==> src/rtl/mtt_pkg.sv <==
package mtt_pkg;

    // Direction chosen by the hill-climbing step at a quantum boundary
    typedef enum logic [1:0] {
        STEP_HOLD = 2'd0,
        STEP_UP   = 2'd1,
        STEP_DOWN = 2'd2
    } mtt_step_e;

    localparam int unsigned MTT_NUM_EV = 3;   // migrations, DRAM reads, DRAM writes
    localparam int unsigned EV_MIGR    = 0;
    localparam int unsigned EV_RD      = 1;
    localparam int unsigned EV_WR      = 2;

endpackage

==> src/rtl/mtt_qtimer.sv <==
module mtt_qtimer #(
    parameter int unsigned QUANT = 1024,
    parameter int unsigned QC_W  = $clog2(QUANT)
) (
    input  logic clk,
    input  logic rst_n,
    output logic bound_o
);

    typedef struct packed {
        logic [QC_W-1:0] cnt;
    } tmr_t;

    tmr_t st_q, st_d;

    always_comb begin
        st_d = st_q;
        if (st_q.cnt == QC_W'(QUANT - 1))
            st_d.cnt = '0;
        else
            st_d.cnt = st_q.cnt + QC_W'(1);
    end

    always_ff @(posedge clk) begin
        if (!rst_n) st_q <= '0;
        else        st_q <= st_d;
    end

    assign bound_o = (st_q.cnt == QC_W'(QUANT - 1));

    // the position counter wraps to zero right after a boundary
    p_wrap_r2: assert property (@(posedge clk) disable iff (!rst_n)
        bound_o |=> (st_q.cnt == '0));

    // the position never leaves the quantum
    p_in_quant_r2: assert property (@(posedge clk) disable iff (!rst_n)
        (32'(st_q.cnt) < QUANT));

endmodule

==> src/rtl/mtt_evcount.sv <==
module mtt_evcount #(
    parameter int unsigned NUM_EV = 3,
    parameter int unsigned CNT_W  = 11
) (
    input  logic                         clk,
    input  logic                         rst_n,
    input  logic                         bound_i,
    input  logic [NUM_EV-1:0]            stb_i,
    output logic [NUM_EV-1:0][CNT_W-1:0] tot_o
);

    logic [NUM_EV-1:0][CNT_W-1:0] cnt_q, cnt_d;

    for (genvar g = 0; g < NUM_EV; g++) begin : g_ev
        always_comb begin
            // total includes the strobe arriving in this very cycle
            tot_o[g] = cnt_q[g] + CNT_W'(stb_i[g]);
            cnt_d[g] = bound_i ? '0 : tot_o[g];
        end

        always_ff @(posedge clk) begin
            if (!rst_n) cnt_q[g] <= '0;
            else        cnt_q[g] <= cnt_d[g];
        end

        // every quantum starts counting from zero
        p_clear_r9: assert property (@(posedge clk) disable iff (!rst_n)
            bound_i |=> (cnt_q[g] == '0));
    end

endmodule

==> src/rtl/mtt_neteval.sv <==
module mtt_neteval #(
    parameter int unsigned NUM_EV = 3,
    parameter int unsigned CNT_W  = 11,
    parameter int unsigned LAT_W  = 12,
    parameter int unsigned NET_W  = CNT_W + LAT_W + 4
) (
    input  logic [NUM_EV-1:0][CNT_W-1:0] tot_i,
    input  logic [LAT_W-1:0]             t_migr_i,
    input  logic [LAT_W-1:0]             t_rd_dram_i,
    input  logic [LAT_W-1:0]             t_rd_pcm_i,
    input  logic [LAT_W-1:0]             t_wr_dram_i,
    input  logic [LAT_W-1:0]             t_wr_pcm_i,
    output logic signed [NET_W-1:0]      net_o
);

    import mtt_pkg::*;

    logic signed [NET_W-1:0] n_migr, n_rd, n_wr;
    logic signed [NET_W-1:0] lat_mig, gain_rd, gain_wr;
    logic signed [NET_W-1:0] cost, benefit;

    always_comb begin
        // widen every operand to the full signed width before any product
        n_migr  = NET_W'($signed({1'b0, tot_i[EV_MIGR]}));
        n_rd    = NET_W'($signed({1'b0, tot_i[EV_RD]}));
        n_wr    = NET_W'($signed({1'b0, tot_i[EV_WR]}));
        lat_mig = NET_W'($signed({1'b0, t_migr_i}));
        gain_rd = NET_W'($signed({1'b0, t_rd_pcm_i})) - NET_W'($signed({1'b0, t_rd_dram_i}));
        gain_wr = NET_W'($signed({1'b0, t_wr_pcm_i})) - NET_W'($signed({1'b0, t_wr_dram_i}));
        cost    = n_migr * lat_mig;
        benefit = (n_rd * gain_rd) + (n_wr * gain_wr);
        net_o   = benefit - cost;
    end

endmodule

==> src/rtl/mtt_hillstep.sv <==
module mtt_hillstep #(
    parameter int unsigned A_W    = 8,
    parameter int unsigned NET_W  = 27,
    parameter int unsigned A_INIT = 4
) (
    input  logic                    clk,
    input  logic                    rst_n,
    input  logic                    bound_i,
    input  logic signed [NET_W-1:0] net_i,
    input  logic [A_W-1:0]          a_max_i,
    output logic [A_W-1:0]          a_o,
    output logic signed [NET_W-1:0] prev_o,
    output logic                    pulse_o
);

    import mtt_pkg::*;

    typedef struct packed {
        logic [A_W-1:0]          a;
        logic signed [NET_W-1:0] prev;
        logic                    pulse;
    } hs_t;

    hs_t        st_q, st_d;
    mtt_step_e  step;
    logic [A_W-1:0] a_lim;
    logic [A_W:0]   cand;

    always_comb begin
        st_d       = st_q;
        st_d.pulse = bound_i;
        a_lim      = (a_max_i == '0) ? A_W'(1) : a_max_i;

        if (net_i < 0)
            step = STEP_UP;          // migrations cost more than they save
        else if (net_i > st_q.prev)
            step = STEP_UP;          // benefit still climbing
        else if (net_i < st_q.prev)
            step = STEP_DOWN;        // threshold too strict
        else
            step = STEP_HOLD;

        case (step)
            STEP_UP:   cand = {1'b0, st_q.a} + (A_W+1)'(1);
            STEP_DOWN: cand = {1'b0, st_q.a} - (A_W+1)'(1);
            default:   cand = {1'b0, st_q.a};
        endcase

        if (cand > {1'b0, a_lim}) cand = {1'b0, a_lim};
        if (cand == '0)           cand = (A_W+1)'(1);

        if (bound_i) begin
            st_d.a    = cand[A_W-1:0];
            st_d.prev = net_i;
        end
    end

    always_ff @(posedge clk) begin
        if (!rst_n) begin
            st_q.a     <= A_W'(A_INIT);
            st_q.prev  <= '0;
            st_q.pulse <= 1'b0;
        end else begin
            st_q <= st_d;
        end
    end

    assign a_o     = st_q.a;
    assign prev_o  = st_q.prev;
    assign pulse_o = st_q.pulse;

    // no movement outside a boundary
    p_hold_r8: assert property (@(posedge clk) disable iff (!rst_n)
        !bound_i |=> $stable(st_q.a));

    // never below one
    p_floor_r7: assert property (@(posedge clk) disable iff (!rst_n)
        (st_q.a != '0));

    // within the limit right after an evaluation
    p_ceil_r7: assert property (@(posedge clk) disable iff (!rst_n)
        bound_i |=> (st_q.a <= $past(a_lim)));

    // a loss raises the threshold when there is headroom
    p_up_loss_r4: assert property (@(posedge clk) disable iff (!rst_n)
        (bound_i && (net_i < 0) && (st_q.a < a_lim))
        |=> (st_q.a == $past(st_q.a) + A_W'(1)));

    // a shrinking gain lowers the threshold when there is room
    p_down_r6: assert property (@(posedge clk) disable iff (!rst_n)
        (bound_i && (net_i >= 0) && (net_i < st_q.prev) && (st_q.a > A_W'(1)) && (st_q.a <= a_lim))
        |=> (st_q.a == $past(st_q.a) - A_W'(1)));

    // the stored reference follows the last evaluation
    p_prev_r5: assert property (@(posedge clk) disable iff (!rst_n)
        bound_i |=> (st_q.prev == $past(net_i)));

endmodule

==> src/rtl/mig_thresh_tuner.sv <==
module mig_thresh_tuner #(
    parameter int unsigned QUANT    = 1024,
    parameter int unsigned A_W      = 8,
    parameter int unsigned LAT_W    = 12,
    parameter int unsigned A_INIT   = 4,
    parameter int unsigned MISS_THR = 2,
    parameter int unsigned CNT_W    = $clog2(QUANT + 1),
    parameter int unsigned NET_W    = CNT_W + LAT_W + 4
) (
    input  logic                    clk,
    input  logic                    rst_n,
    input  logic                    migr_stb,
    input  logic                    dram_rd_stb,
    input  logic                    dram_wr_stb,
    input  logic [A_W-1:0]          a_max,
    input  logic [LAT_W-1:0]        t_migr,
    input  logic [LAT_W-1:0]        t_rd_dram,
    input  logic [LAT_W-1:0]        t_rd_pcm,
    input  logic [LAT_W-1:0]        t_wr_dram,
    input  logic [LAT_W-1:0]        t_wr_pcm,
    output logic [A_W-1:0]          acc_thresh,
    output logic [A_W-1:0]          miss_thresh,
    output logic signed [NET_W-1:0] last_net,
    output logic                    eval_pulse
);

    import mtt_pkg::*;

    localparam int unsigned QC_W = (QUANT > 1) ? $clog2(QUANT) : 1;

    logic                                 bound;
    logic [MTT_NUM_EV-1:0]                stb;
    logic [MTT_NUM_EV-1:0][CNT_W-1:0]     tot;
    logic signed [NET_W-1:0]              net;

    assign stb[EV_MIGR] = migr_stb;
    assign stb[EV_RD]   = dram_rd_stb;
    assign stb[EV_WR]   = dram_wr_stb;

    mtt_qtimer #(.QUANT(QUANT), .QC_W(QC_W)) u_timer (
        .clk     (clk),
        .rst_n   (rst_n),
        .bound_o (bound)
    );

    mtt_evcount #(.NUM_EV(MTT_NUM_EV), .CNT_W(CNT_W)) u_count (
        .clk     (clk),
        .rst_n   (rst_n),
        .bound_i (bound),
        .stb_i   (stb),
        .tot_o   (tot)
    );

    mtt_neteval #(.NUM_EV(MTT_NUM_EV), .CNT_W(CNT_W), .LAT_W(LAT_W), .NET_W(NET_W)) u_eval (
        .tot_i       (tot),
        .t_migr_i    (t_migr),
        .t_rd_dram_i (t_rd_dram),
        .t_rd_pcm_i  (t_rd_pcm),
        .t_wr_dram_i (t_wr_dram),
        .t_wr_pcm_i  (t_wr_pcm),
        .net_o       (net)
    );

    mtt_hillstep #(.A_W(A_W), .NET_W(NET_W), .A_INIT(A_INIT)) u_step (
        .clk     (clk),
        .rst_n   (rst_n),
        .bound_i (bound),
        .net_i   (net),
        .a_max_i (a_max),
        .a_o     (acc_thresh),
        .prev_o  (last_net),
        .pulse_o (eval_pulse)
    );

    assign miss_thresh = A_W'(MISS_THR);

    // the miss threshold never moves
    p_miss_const_r10: assert property (@(posedge clk) disable iff (!rst_n)
        (miss_thresh == A_W'(2)));

    // an evaluation pulse lasts one cycle only
    p_one_pulse_r2: assert property (@(posedge clk) disable iff (!rst_n)
        eval_pulse |=> !eval_pulse);

endmodule

==> config.mk <==
export PLATFORM = sky130hd
export DESIGN_NAME = mig_thresh_tuner
export DESIGN_NICKNAME = d
export VERILOG_FILES = /design/src/rtl/mtt_pkg.sv /design/src/rtl/mtt_qtimer.sv /design/src/rtl/mtt_evcount.sv /design/src/rtl/mtt_neteval.sv /design/src/rtl/mtt_hillstep.sv /design/src/rtl/mig_thresh_tuner.sv
export SDC_FILE = /design/constraint.sdc
export NUM_CORES = 1
export LEC_CHECK = 0
export BUFFER_PORTS_ARGS = -buffer_cell sky130_fd_sc_hd__buf_4
export CAP_MARGIN = 0
export CORE_MARGIN = 4
export CORE_UTILIZATION = 52
export CTS_BUF_LIST = sky130_fd_sc_hd__clkbuf_16
export CTS_CLUSTER_SIZE = 28
export DETAILED_ROUTE_END_ITERATION = 10
export PLACE_DENSITY = 0.65
export RECOVER_POWER = 50
export SETUP_SLACK_MARGIN = 0.5
export SLEW_MARGIN = 5
export SYNTH_ARGS = -nofsm -noshare
export SYNTH_HDL_FRONTEND = slang
export SYNTH_HIERARCHICAL = 1
export SYNTH_SLANG_ARGS = --single-unit
==> constraint.sdc <==
create_clock -name clk -period 31.7 [get_ports clk]
set_input_delay 6.34 -clock clk [delete_from_list [all_inputs] [get_ports clk]]
set_output_delay 6.34 -clock clk [all_outputs]
set_load 0.01 [all_outputs]
==> summary.txt, run 1 <==
CTS
  – CTS H-tree depth: 3
  – Hold_buf cts: 0
  – Number of buffers created by CTS: 9
  – Root buffer cell: clkbuf_16
  – Post-cts resize count: 0
  – CTS tree: done
  – Worst skew pair latency: 380 ps
  – Longest Clk Path Bufs: 2
  – # clock sinks: 79
  – Clk slew on worst S/H paths: roughly 70 ps
  – Post CTS Setup Buffer Count: 0

Power
  – NetSw: 1350 uW
  – Pwr dens: between 90 and 100 nW/um2
  – Clock power frac: 5.0%
  – VDD IR max: 0.000152 V
  – Leakage: ~0.012 uW
  – Gate power share: about nine tenths
  – Switch share: between 50 and 60%
  – Sequential share of power: under 10%
  – Design internal power: about 1000 uW

Drt
  – DR WL met3: 2.09 mm
  – Wire per inst: around 17 um
  – DR iter-0 viols: 846
  – Drt drc: 0
  – Via count: ~18000
  – Pre-antenna DRT Iters: 5
  – Vias per cell: ~5.3
  – WL final: approximately 56 mm
  – Top sig layer: met4
  – M1 WL: roughly 24 mm
  – Post-route ant nets: 0
  – WL met2: between 20 and 30 mm

Yosys
  – Post-Syn Instances: 2669
  – Synth Area in Adders: about 49%
  – Post-synthesis mux area share: around 2.5%
  – Synth area leaders: fa_1 (35%), ha_1 (14%), inv_1 (9.1%)
  – EDFF count, synth: 0
  – Post-Synth XOR/XNOR Area: 4.31%
  – Synth Area in Compound Gates: roughly 8%
  – Mean Syn Cell Area: 8.68 um2
  – Combinational family with the most area after synthesis: adder cells
  – Ys Warns: 6
  – Post-synthesis simple-gate area fraction: a little under a fifth
  – Post-synth top area share: a little over a third
  – Post-synthesis sequential area ratio: 6.82%
  – Unique cell type count in the Yosys netlist: 85
  – Area leader, netlist: fa_1
  – Seq cells post-synth: 79
  – Synth Flop Type: dfxtp_1
  – FFs w/ async S/R, synth: 0%
  – Mapped Area: 23200 um2

Worst setup path
  – Worst Path Buf+Inv: 7
  – Worst path slowest cell: fa_1
  – CP endpoint kind: flip-flop
  – CP Max Fanout: 12
  – WS Path Type: in2reg
  – Top cell by count, worst path: fa_1
  – Startpoint types: primary input
  – Reg2Reg Setup Slack: roughly 16000 ps
  – CP max stage delay: ~760 ps
  – Req. time, crit path: 31960 ps
  – Family with the most delay on the worst path: adder cells
  – WP data arrival: around 23000 ps

Final layout
  – Design Area, Final: 24700 um2
  – Layout cells sized above 1: under 10%
  – Leading cell type in the layout, fill and taps excluded: inv_1
  – Leading cell types in the layout, fill and taps excluded: inv_1 (564), fa_1 (409), nand2_1 (293)
  – Area Growth Syn to Fin: 6.49%
  – N_diodes: 0
  – Fin nets: about 3500

Global routing
  – First-pass GRT wire length: between 90 and 100 mm
  – Number of global-route vias before repair: 18600
  – GRT Resource Usage Total: roughly a quarter
  – Initial antenna violation count: 0
  – GRT Residual Overflow: 0
  – Largest net degree at the start of global routing: 45

STA
  – Setup Skew: between 15 and 20 ps
  – RSZ-0062 raised after global routing: false
  – Final hold vios: 0
  – Fin crit period: between 20000 and 25000 ps
  – Fmax: 44.6 MHz
  – Endpoints failing setup: 0
  – Slew HR: -15.5%
  – Least-Margin Pin Slew: roughly 1700 ps
  – Final period util: a little over two thirds
  – Total negative slack: 0 ps
  – Max-slew violations: 45

Floorplan
  – Die H: approximately 220 um
  – Total Die Area: 48000 um2
  – Starting density of the core: a little over half
  – Floorplan Core Area: approximately 44000 um2
  – Row Count: 77
  – # IOs: between 100 and 150
  – Die Width: between 200 and 250 um

Placed design
  – IO buf count: 108
  – HPWL after DPL: approximately 47 mm
  – Cell area after placement: ~24000 um2
  – Gpl congestion: about 0.89

Min path
  – Min-Delay Path Class: reg2reg

Run status
  – Violated checks: max-capacitance violations, max-slew violations
  – Status: finished with violations

Flow run
  – Max_cap viols: 1
## cells by family (layout without fill, tap and decap cells)
group                    count (synthesis)  after routing
other                                    2              8
multiplexers                            56             56
flip-flops                              79             79
AO/OA/AOI/OAI                          273            273
XOR/XNOR                               114            114
buffers and inverters                  662            706
AND/OR/NAND/NOR                        817            817
adder cells (fa/ha/maj)                666            666
## cell type report
type                            count  area (um2)
Clock buffer                        9         225
Tap cell                          592         741
Multi-Input combinational cell   1934       19100
Inverter                          563        2110
Timing Repair Buffer              127         833
Clock inverter                      7        97.6
Fill cell                        4096       19400
Sequential cell                    79        1580
## state kept, by name, summed over array words and instances, names as in the netlist
register	cells
u_step/pulse_o	1
u_count/cnt_q	33
u_step/a_o	8
u_timer/st_q	10
u_step/prev_o	27
## routing by layer
metal / up-vias / global-route usage, %
met5: - / 0
met3: 70 / 2.48
met4: 0 / 7.01
met2: 381 / 43.3
li1: 8328 / -
met1: 8831 / 32.0
## worst reg2reg max path, delay by kind of cell (launching register included)
kind                       cells  cell delay, ps
adders and majority gates     14            5830
AOI/OAI and AO/OA             17            4250
and+or+nand+nor               18            3670
xor gates and xnor gates       3            1330
DFF                            1             320
buffers and inverters          4             210
## power by group through the flow
| stage | combinational [uW] | clock [uW] | sequential [uW] |
|---|---|---|---|
| after floorplan | 1620 | 0 | 104 |
| after global placement | 2030 | 0 | 104 |
| after detailed placement | 2090 | 0 | 104 |
| after CTS | 2110 | 123 | 102 |
| after global routing | 2400 | 126 | 102 |
| final | 2140 | 119 | 102 |
## Yosys cell counts, types with 3 or more instances
master,n
nand2_1,293
ha_1,257
xor2_1,43
or4_1,7
o31ai_1,11
buf_2,4
o41ai_1,5
xnor2_1,71
o21ai_0,52
o21a_1,15
fa_1,409
a21oi_1,79
o21ai_1,10
o22ai_1,3
o31a_1,5
nand2b_1,57
dfxtp_1,79
and2_1,193
mux2i_1,46
nor3_1,24
a31oi_1,5
nor4_1,9
a21o_1,17
nand3_1,33
or2_2,4
nor2_1,69
a21boi_1,4
o211ai_2,3
mux2_2,6
inv_1,563
nor2b_1,62
buf_4,8
o41ai_2,3
o21bai_1,10
or3_1,18
clkbuf_1,84
or2_1,3
o211ai_1,11
nand4_1,8
a211oi_1,13
and3_1,11
mux2_1,4
## path summary, 6_finish.rpt
path	from	endpoint	cells past startpoint
worst max register to register	u_count/cnt_q[11]	u_step/a_o[4]	56
worst min register to register	u_timer/st_q[0]	u_timer/st_q[0]	1
worst max-delay path	t_rd_pcm[0]	u_step/a_o[4]	64
worst min-delay path	u_timer/st_q[0]	u_timer/st_q[0]	1
## metrics by stage
| stage | cells | total power (uW) | hold WS, ps | setup slack [ps] | utilization [%] |
|---|---|---|---|---|---|
| after floorplan | 2675 | 1720 | 430 | 11100 | - |
| after global routing | 3311 | 2620 | 482 | 8030 | 55.9 |
| after detailed placement | 3295 | 2190 | 451 | 9070 | 55.5 |
| after global placement | 3295 | 2130 | 445 | 9520 | 55.5 |
| final | 3311 | 2360 | 465 | 9300 | 55.9 |
| after CTS | 3311 | 2340 | 466 | 9430 | 56.2 |
Power figures use the tool's default switching activity.
==> run 2, diff against run 1 <==
clock period = 21.5 ns   (was 31.7 ns; I/O delays follow)
==> run 2 against run 1 <==
  * The run still ends with max-capacitance violations, max-slew violations left
  * Largest cell class unchanged
  * Worst setup slack got worse by 7800 ps
  * Non-clock buffer count rose by 6
  * Count of clock-buffer cells in the layout did not move
==> summary.txt, run 2 (synthesis gave the netlist of run 1 again) <==
Drt
  – Post-route ant nets: 0
  – Via count: approximately 18000
  – Pre-antenna DRT Iters: 5
  – WL final: around 56 mm
  – DR iter-0 viols: around 830
  – Drt drc: 0
  – Vias per cell: 5.28
  – Wire per inst: about 17 um

Final layout
  – Fin nets: around 3500
  – Largest Register: u_count/cnt_q
  – Leading cell type in the layout, fill and taps excluded: inv_1
  – Layout cells sized above 1: 5.87%
  – Max reg flops: 33
  – Util after Layout: roughly 56%
  – N_diodes: 0
  – Leading cell types in the layout, fill and taps excluded: inv_1 (564), fa_1 (409), nand2_1 (293)
  – Area Growth Syn to Fin: 6.66%
  – Design Area, Final: about 25000 um2

Worst setup path
  – WP data arrival: between 20000 and 25000 ps
  – Worst r2r path cells: 56
  – WS Path Type: in2reg
  – Top cell by count, worst path: fa_1
  – Worst Path Buf+Inv: 7
  – R2r startpoint: u_count/cnt_q[22]
  – Family with the most delay on the worst path: adder cells
  – Crit path launch: t_rd_pcm[0]
  – Worst path slowest cell: fa_1
  – WP depth: 65
  – Capturing point of the worst reg2reg path: u_step/a_o[2]
  – Req. time, crit path: ~22000 ps
  – Reg2Reg Setup Slack: between 5000 and 6000 ps
  – CP endpoint kind: flip-flop
  – CP max stage delay: 540 ps
  – Setup crit end: u_step/a_o[2]
  – CP Max Fanout: 11
  – Startpoint types: primary input

Min path
  – Hold Startpoint: u_timer/st_q[0]
  – Min-Delay Path Class: reg2reg

CTS
  – Clk slew on worst S/H paths: roughly 70 ps
  – Root buffer cell: clkbuf_16
  – Hold_buf cts: 0
  – Longest Clk Path Bufs: 2
  – CTS H-tree depth: 3
  – Worst skew pair latency: between 300 and 400 ps
  – Number of buffers created by CTS: 9
  – CTS tree: done
  – # clock sinks: between 70 and 80

Power
  – Leakage: around 0.012 uW
  – Pwr dens: 141 nW/um2
  – VDD IR max: between 0.0002 and 0.00025 V

STA
  – Slew HR: -16.1%
  – Least-Margin Pin Slew: roughly 1700 ps
  – Total negative slack: 0 ps
  – Worst setup margin: 1460 ps
  – Setup Skew: approximately 14 ps
  – Fin crit period: between 20000 and 25000 ps
  – Max-slew violations: 73
  – Final hold vios: 0
  – Endpoints failing setup: 0
  – RSZ-0062 raised after global routing: false
  – Fmax: ~50 MHz
  – Final period util: between 90 and 100%

Placed design
  – Place WS: approximately 850 ps
  – Gpl congestion: 0.891
  – Cell area after placement: roughly 24000 um2
  – IO buf count: 108
  – HPWL after DPL: between 40 and 50 mm

Global routing
  – GRT Resource Usage Total: about a quarter
  – GRT Residual Overflow: 0
  – Initial antenna violation count: 0
  – Largest net degree at the start of global routing: 45
  – First-pass GRT wire length: 94.1 mm
  – Number of global-route vias before repair: roughly 19000

Floorplan
  – # IOs: around 120
  – Die Width: about 220 um
  – Total Die Area: 48000 um2
  – Row Count: 77
  – Die H: ~220 um
  – Starting density of the core: between 50% and 60%
  – Floorplan Core Area: between 40000 and 50000 um2

Run status
  – Status: finished with violations
  – Violated checks: max-capacitance violations, max-slew violations

Flow run
  – Max_cap viols: 2
[run 2: where the power goes]
| part | switching, uW | internal [uW] | leakage (uW) | total [uW] |
|---|---|---|---|---|
| Sequential | 1.87 | 148 | 0.000638 | 150 |
| Clock | 74.2 | 90.1 | 0.000147 | 164 |
| Combinational | 1930 | 1250 | 0.0114 | 3180 |
[run 2: how the worst min path moves through the flow]
stage | end | slack, ps | depth (start not counted)
after floorplan | u_timer/st_q[0] | 430 | 1
after global placement | u_timer/st_q[0] | 450 | 1
after detailed placement | u_timer/st_q[0] | 460 | 1
after CTS | u_timer/st_q[0] | 470 | 1
after global routing | u_timer/st_q[0] | 510 | 1
final | u_timer/st_q[0] | 470 | 1
[run 2: final cells by class]
cell class | instances | area [um2]
fill | 4113 | 19400
multi-input combinational | 1934 | 19100
inverter | 563 | 2110
sequential | 79 | 1580
timing repair buffer | 133 | 875
tap | 592 | 741
clock buffer | 9 | 225
clock inverter | 7 | 72.6
[run 2: what timing repair did]
action / CTS / global route
setup buffers: 0 / 5
gates resized for setup: 0 / 3
endpoints found under the setup margin: 0 / 8
[run 2: stage by stage]
stage | power, uW | hold WS (ps) | std cells
2_1_floorplan | 2540 | 430 | 2675
3_3_place_gp | 3150 | 446 | 3296
6_report | 3490 | 468 | 3317
3_5_place_dp | 3230 | 455 | 3296
5_1_grt | 3900 | 509 | 3317
4_1_cts | 3430 | 471 | 3312
[run 2: routing by layer]
| metal | wire length, um | GRT usage (%) |
|---|---|---|
| met4 | 1420 | 7.12 |
| met2 | 28500 | 43.1 |
| met1 | 23800 | 32.1 |
| met3 | 2170 | 2.52 |
| met5 | 0 | 0 |
